===== config.mk =====
export PLATFORM = sky130hd
export DESIGN_NAME = dma_req_gen
export DESIGN_NICKNAME = d
export VERILOG_FILES = /design/src/rtl/dmareq_pkg.sv /design/src/rtl/dmareq_ext_sense.sv /design/src/rtl/dmareq_chan.sv /design/src/rtl/dmareq_arb.sv /design/src/rtl/dma_req_gen.sv
export SDC_FILE = /design/constraint.sdc
export NUM_CORES = 1
export LEC_CHECK = 0
export BUFFER_PORTS_ARGS = -buffer_cell sky130_fd_sc_hd__buf_4
export CAP_MARGIN = 20
export CORE_MARGIN = 2
export CORE_UTILIZATION = 33
export DETAILED_ROUTE_END_ITERATION = 16
export PLACE_DENSITY_LB_ADDON = 0.08
export SLEW_MARGIN = 10
export SYNTH_ARGS = -nofsm -noshare
export SYNTH_HDL_FRONTEND = slang
export SYNTH_SLANG_ARGS = --single-unit

===== constraint.sdc =====
create_clock -name clk -period 3.42 [get_ports clk]
set_clock_uncertainty 0.1 [all_clocks]
set_input_delay 0.342 -clock clk [delete_from_list [all_inputs] [get_ports clk]]
set_output_delay 0.342 -clock clk [all_outputs]
set_load 0.005 [all_outputs]

===== src/rtl/dmareq_pkg.sv =====
package dmareq_pkg;

    localparam int SEL_W      = 4;
    localparam int PER_IDX_W  = SEL_W - 1;

    localparam logic [SEL_W-1:0] SEL_EXT  = 4'b0000;
    localparam logic [SEL_W-1:0] SEL_AUTO = 4'b0100;

    typedef logic [SEL_W-1:0] src_sel_t;

    typedef enum logic [1:0] {
        SRC_NONE   = 2'd0,
        SRC_AUTO   = 2'd1,
        SRC_EXT    = 2'd2,
        SRC_PERIPH = 2'd3
    } src_kind_e;

    typedef struct packed {
        logic level_act;
        logic edge_evt;
    } ext_sense_t;

    function automatic src_kind_e decode_src(input src_sel_t sel, input logic ext_ok);
        src_kind_e k;
        if (sel[SEL_W-1])
            k = SRC_PERIPH;
        else if (sel == SEL_AUTO)
            k = SRC_AUTO;
        else if (sel == SEL_EXT && ext_ok)
            k = SRC_EXT;
        else
            k = SRC_NONE;
        return k;
    endfunction

    function automatic logic [PER_IDX_W-1:0] periph_index(input src_sel_t sel);
        return sel[PER_IDX_W-1:0];
    endfunction

endpackage


===== src/rtl/dmareq_ext_sense.sv =====
module dmareq_ext_sense
    import dmareq_pkg::*;
#(
    parameter int SYNC_STAGES = 2
) (
    input  logic       clk,
    input  logic       rst,
    input  logic       pin,
    input  logic       det_high,
    output ext_sense_t sense
);
    logic [SYNC_STAGES-1:0] sync_q;
    logic                   prev_q;
    logic                   cur;

    always_ff @(posedge clk) begin
        if (rst) begin
            sync_q <= '0;
            prev_q <= 1'b0;
        end else begin
            sync_q <= {sync_q[SYNC_STAGES-2:0], pin};
            prev_q <= sync_q[SYNC_STAGES-1];
        end
    end

    assign cur = sync_q[SYNC_STAGES-1];

    always_comb begin
        sense.level_act = det_high ? cur : ~cur;
        sense.edge_evt  = det_high ? (cur & ~prev_q) : (~cur & prev_q);
    end

endmodule


===== src/rtl/dmareq_chan.sv =====
module dmareq_chan
    import dmareq_pkg::*;
#(
    parameter int NUM_PER = 8,
    parameter bit HAS_EXT = 1'b1
) (
    input  logic               clk,
    input  logic               rst,
    input  logic               gate,
    input  src_sel_t           src_sel,
    input  logic               det_edge,
    input  ext_sense_t         sense,
    input  logic [NUM_PER-1:0] periph_strobe,
    input  logic               burst,
    input  logic               won,
    output logic               req
);
    src_kind_e kind;
    logic      live;
    logic      evt;
    logic      pend_q;

    always_comb begin
        kind = decode_src(src_sel, HAS_EXT);
        live = 1'b0;
        evt  = 1'b0;
        unique case (kind)
            SRC_AUTO:   live = 1'b1;
            SRC_EXT: begin
                if (det_edge) evt  = sense.edge_evt;
                else          live = sense.level_act;
            end
            SRC_PERIPH: evt = periph_strobe[periph_index(src_sel)];
            default: ;
        endcase
    end

    always_ff @(posedge clk) begin
        if (rst)
            pend_q <= 1'b0;
        else if (!gate)
            pend_q <= 1'b0;
        else if (evt)
            pend_q <= 1'b1;
        else if (won && !burst)
            pend_q <= 1'b0;
    end

    assign req = gate & (live | pend_q);

endmodule


===== src/rtl/dmareq_arb.sv =====
module dmareq_arb #(
    parameter int NUM_CH = 6,
    localparam int ID_W  = $clog2(NUM_CH)
) (
    input  logic              clk,
    input  logic              rst,
    input  logic [NUM_CH-1:0] req,
    input  logic [NUM_CH-1:0] burst,
    output logic [NUM_CH-1:0] win,
    output logic              gnt_valid,
    output logic [ID_W-1:0]   gnt_id,
    output logic [NUM_CH-1:0] gnt_onehot
);
    logic [NUM_CH-1:0] pri_win;
    logic [NUM_CH-1:0] lock_mask;
    logic              lock_q;
    logic [ID_W-1:0]   lock_id_q;
    logic              hold;
    logic [ID_W-1:0]   win_id;

    always_comb begin
        pri_win = '0;
        for (int i = NUM_CH - 1; i >= 0; i--) begin
            if (req[i]) pri_win = NUM_CH'(1) << i;
        end
    end

    always_comb begin
        lock_mask = '0;
        for (int i = 0; i < NUM_CH; i++) begin
            if (lock_id_q == ID_W'(i)) lock_mask[i] = 1'b1;
        end
        hold = lock_q && |(req & lock_mask);
        win  = hold ? lock_mask : pri_win;
    end

    always_comb begin
        win_id = '0;
        for (int i = 0; i < NUM_CH; i++) begin
            if (win[i]) win_id = win_id | ID_W'(i);
        end
    end

    always_ff @(posedge clk) begin
        if (rst) begin
            gnt_valid  <= 1'b0;
            gnt_id     <= '0;
            gnt_onehot <= '0;
            lock_q     <= 1'b0;
            lock_id_q  <= '0;
        end else begin
            gnt_valid  <= |win;
            gnt_id     <= win_id;
            gnt_onehot <= win;
            lock_q     <= |(win & burst);
            lock_id_q  <= win_id;
        end
    end

endmodule


===== src/rtl/dma_req_gen.sv =====
module dma_req_gen
    import dmareq_pkg::*;
#(
    parameter int NUM_CH   = 6,
    parameter int NUM_EXT  = 4,
    parameter int NUM_PER  = 8,
    localparam int ID_W    = $clog2(NUM_CH)
) (
    input  logic                    clk,
    input  logic                    rst,
    input  logic                    glb_master_en,
    input  logic                    glb_addr_err,
    input  logic                    glb_nmi,
    input  logic [NUM_CH-1:0]       ch_enable,
    input  logic [NUM_CH-1:0]       ch_end,
    input  logic [NUM_CH*SEL_W-1:0] ch_src_sel,
    input  logic [NUM_CH-1:0]       ch_burst,
    input  logic [NUM_EXT-1:0]      ext_det_edge,
    input  logic [NUM_EXT-1:0]      ext_det_high,
    input  logic [NUM_EXT-1:0]      ext_req_pin,
    input  logic [NUM_PER-1:0]      periph_strobe,
    output logic                    grant_valid,
    output logic [ID_W-1:0]         grant_id,
    output logic [NUM_CH-1:0]       grant_onehot
);
    logic              glb_ok;
    logic [NUM_CH-1:0] gate;
    logic [NUM_CH-1:0] req;
    logic [NUM_CH-1:0] win;

    assign glb_ok = glb_master_en & ~glb_addr_err & ~glb_nmi;
    assign gate   = {NUM_CH{glb_ok}} & ch_enable & ~ch_end;

    for (genvar c = 0; c < NUM_CH; c++) begin : g_ch
        ext_sense_t sense;
        logic       det_edge;

        if (c < NUM_EXT) begin : g_ext
            dmareq_ext_sense u_sense (
                .clk      (clk),
                .rst      (rst),
                .pin      (ext_req_pin[c]),
                .det_high (ext_det_high[c]),
                .sense    (sense)
            );
            assign det_edge = ext_det_edge[c];
        end else begin : g_noext
            assign sense    = '0;
            assign det_edge = 1'b0;
        end

        dmareq_chan #(
            .NUM_PER (NUM_PER),
            .HAS_EXT (c < NUM_EXT)
        ) u_chan (
            .clk           (clk),
            .rst           (rst),
            .gate          (gate[c]),
            .src_sel       (ch_src_sel[c*SEL_W +: SEL_W]),
            .det_edge      (det_edge),
            .sense         (sense),
            .periph_strobe (periph_strobe),
            .burst         (ch_burst[c]),
            .won           (win[c]),
            .req           (req[c])
        );
    end

    dmareq_arb #(.NUM_CH(NUM_CH)) u_arb (
        .clk        (clk),
        .rst        (rst),
        .req        (req),
        .burst      (ch_burst),
        .win        (win),
        .gnt_valid  (grant_valid),
        .gnt_id     (grant_id),
        .gnt_onehot (grant_onehot)
    );

endmodule


==> flow_summary.ini <==
[logic_synthesis]
synth_seq_cells = 29
synth_cells = 234
synth_warnings = 0
synth_area_um2 = 2170
yosysSeqAreaShare_pct = 26.7
synth_edf_count = 0
synth_ff_type = dfxtp_1
synthArstFlopShare_pct = 0
ys_types = 44
syn_area_per_cell_um2 = 9.28
synth_fp_nets = 313

[pwr]
peakVddDrop_uv = 225
total_power_uw = 804
clockPowerShare_pct = 33.3
internal_power_uw = 598
switching_share_pct = 25.7
power.switching_uw = 207
p_leak_nw = 1.15
pwr-share-seq_pct = 43.3
powerDensity_nw_per_um2 = 279
p_comb_share_pct = 23.4

[drt]
dr_total_vias = 2013
viasPerCell = 5.17
ant_nets = 0
dr.pass1.iters = 4
wire_per_inst_um = 15.2
drt-initial-drc-count = 150
finalWirelength_mm = 5.90
drc = 0

[clocking]
cts_setup_buffers = 0
path_clk_slew_ns = 0.06
cts_root_buf = clkbuf_8
clkSinkCount = 29
hold_buffers = 0
htreeDepth = 2
cts_tree = yes
cts_buffer_depth = 2
clkLatencyLatePin_ns = 0.28
cts_made_buffers = 5
cts_resized = 0

[die]
die_w_um = 85.1
start_util_pct = 34.2
pin_count = 77
die-area_um2 = 7250
row_count = 29
core_area_um2 = 6350
die_h_um = 85.1

[global_routing]
grt_pass1_wl_mm = 9.62
antenna_found_initial = 0
track_usage_pct = 16.7
grt_max_degree = 30
grt.overflow.total = 0
grt_pass1_vias = 2062

[place]
hpwl_mm = 4.66
placed_area_um2 = 2800
place.gp.congestion = 0.841
dp.cells = 381
portBuffers = 76

[finish]
layout-drive-gt1-share_pct = 38.1
num-fill-cells = 669
area_delta_synth_final_pct = 32.7
instances_no_fill = 389
antennaDiodeCount = 0
final_nets = 390
fin_area_um2 = 2880

[timing]
max_freq_mhz = 347
worst_pin_slew_ns = 0.510
min_period_over_period_pct = 84.2
finalHoldViolCount = 0
hold-worst-slack_ns = 0.175
finalMaxSlewViolations = 0
period_needed_ns = 2.88
finalSetupViolCount = 0
grt_setup_unrepaired = no
setup-tns-final_ns = 0
relSlewSlack_pct = 65.5

[critical_path]
critPathBufInv = 1
start_kind = input port
critical_path.cell_chain = buf_4, nor3_1, or2_2, ha_1, nor2_1, a311oi_2, o22ai_1, or4_4, mux2_4, o21ai_2, a211oi_2
cp_max_fo = 5
path_class = in2reg
cp.required_ns = 3.48
cp.arrival_ns = 2.93
crit_family = simple AND/OR/NAND/NOR gates
crit_slowest_cell = or4_4
max_stage_delay_ns = 0.60
worstSetupEndpointType = flop

[flow_run]
drv_cap = 0

[run_status]
outcome = completed

[worst_hold_path]
worstHoldPathType = in2reg
-- cell usage in the layout (no fill, tap or decap), types with 2 or more instances in the layout --
master     synthesis  routed
or2_2              4       4
or2_1              3       3
a31oi_1            2       2
mux2_2             7       7
a211oi_2           2       2
nand3b_1           5       5
o21ai_2            2       2
nand2b_1           6       6
o2111ai_1          2       2
inv_1             14      14
a32oi_1            4       4
mux2i_1            6       6
nand2_1           14      14
ha_1              12      12
mux4_2            12      12
nor4b_1            2       2
nor2_1            27      27
buf_4              0      77
a211oi_1           4       4
clkbuf_1           5       3
nand3_1            4       4
nor2b_1           16      16
a311oi_1           2       2
nand4b_1           2       2
o21ai_1            5       5
o22ai_1            3       3
o21ai_0            5       5
xnor2_1            4       4
mux2i_2            2       2
a21oi_1            8       8
a311oi_2           2       2
clkbuf_8           0       5
nor3_1             7       7
dfxtp_1           29      29
-- registers in the layout, indices dropped and copies added, names as in the netlist --
name	count
u_arb.gnt_valid	1
u_arb.gnt_onehot	6
g_ch.g_ext.u_sense.prev_q	4
g_ch.u_chan.pend_q	6
u_arb.lock_q	1
u_arb.gnt_id	3
g_ch.g_ext.u_sense.sync_q	8
-- synth_stat cells (all sizes together) (4+ instances only) --
library cell / n / share of area, %
a311oi: 4 / 2.2
mux2: 8 / 4.3
o22ai: 4 / 1.4
nor2: 27 / 4.7
nand3: 4 / 0.92
a21oi: 8 / 1.8
a32oi: 4 / 1.6
ha: 12 / 6.9
o21ai: 12 / 3.1
dfxtp: 29 / 27
inv: 14 / 2.4
nand2b: 6 / 1.7
mux4: 12 / 12
nand2: 14 / 2.4
or2: 7 / 2.0
clkbuf: 5 / 0.86
a211oi: 6 / 2.5
nor2b: 16 / 4.6
xnor2: 4 / 1.6
nor3: 7 / 1.6
nand3b: 5 / 1.7
mux2i: 8 / 4.0
-- final timing paths --
kind              slack, ns                       startpoint                         endpoint  depth (start not counted)
hold / removal         0.17                   ext_req_pin[3]  g_ch[3].g_ext.u_sense.sync_q[0]                          2
setup reg to reg       0.77                  u_arb.gnt_id[2]                     u_arb.lock_q                          8
hold reg to reg        0.34  g_ch[2].g_ext.u_sense.sync_q[0]  g_ch[2].g_ext.u_sense.sync_q[1]                          1
setup / recovery       0.54                    ch_src_sel[0]            g_ch[5].u_chan.pend_q                         11
-- routing by layer --
layer	global-route usage (%)	vias to the layer above	wire [µm]
li1	-	1009	-
met1	20.8	941	2550
met2	29.2	59	2990
met3	3.79	4	324
met4	4.18	0	38
met5	0	-	0
-- cells by family (layout without fill, tap and decap cells) --
group,count (synthesis),after routing,synth area share [%]
and+or+nand+nor,94,94,23.3
AOI/OAI and AO/OA,46,46,16.2
DFF,29,29,26.7
muxes,28,28,20.8
buffers and inverters,21,99,4.44
adders and majority gates,12,12,6.91
xor gates and xnor gates,4,4,1.61
-- metrics by stage --
step / setup WS (ns) / utilization (%)
6_report: 0.541 / 45.4
5_1_grt: 0.359 / 45.4
4_1_cts: 0.550 / 45.4
3_5_place_dp: 0.265 / 44.1
3_3_place_gp: 0.269 / 44.1
2_1_floorplan: 0.622 / -
-- layout make-up --
type                    count  area, µm²  share of cell area [%]
inverters                  14       52.6                    1.82
clock buffers               8       80.1                    2.78
multi-input cells         184       1500                    51.9
flip-flops and latches     29        581                    20.1
well taps                  77       96.3                    3.34
repair buffers             77        578                    20.1
-- worst reg2reg max path, delay by kind of cell (launching register included) --
kind / cells / cell delay [ns]
flip-flops: 1 / 0.55
buffers and inverters: 1 / 0.08
multiplexers: 1 / 0.41
AND/OR/NAND/NOR: 2 / 0.65
AO/OA/AOI/OAI: 4 / 0.77
-- power groups by stage --
stage	clock network (mW)	logic (mW)	registers, mW
after global placement	0	0.188	0.355
final	0.268	0.189	0.348
after detailed placement	0	0.190	0.356
after CTS	0.274	0.191	0.348
after global routing	0.293	0.207	0.349
after floorplan	0	0.0920	0.354
Power figures use the tool's default switching activity.
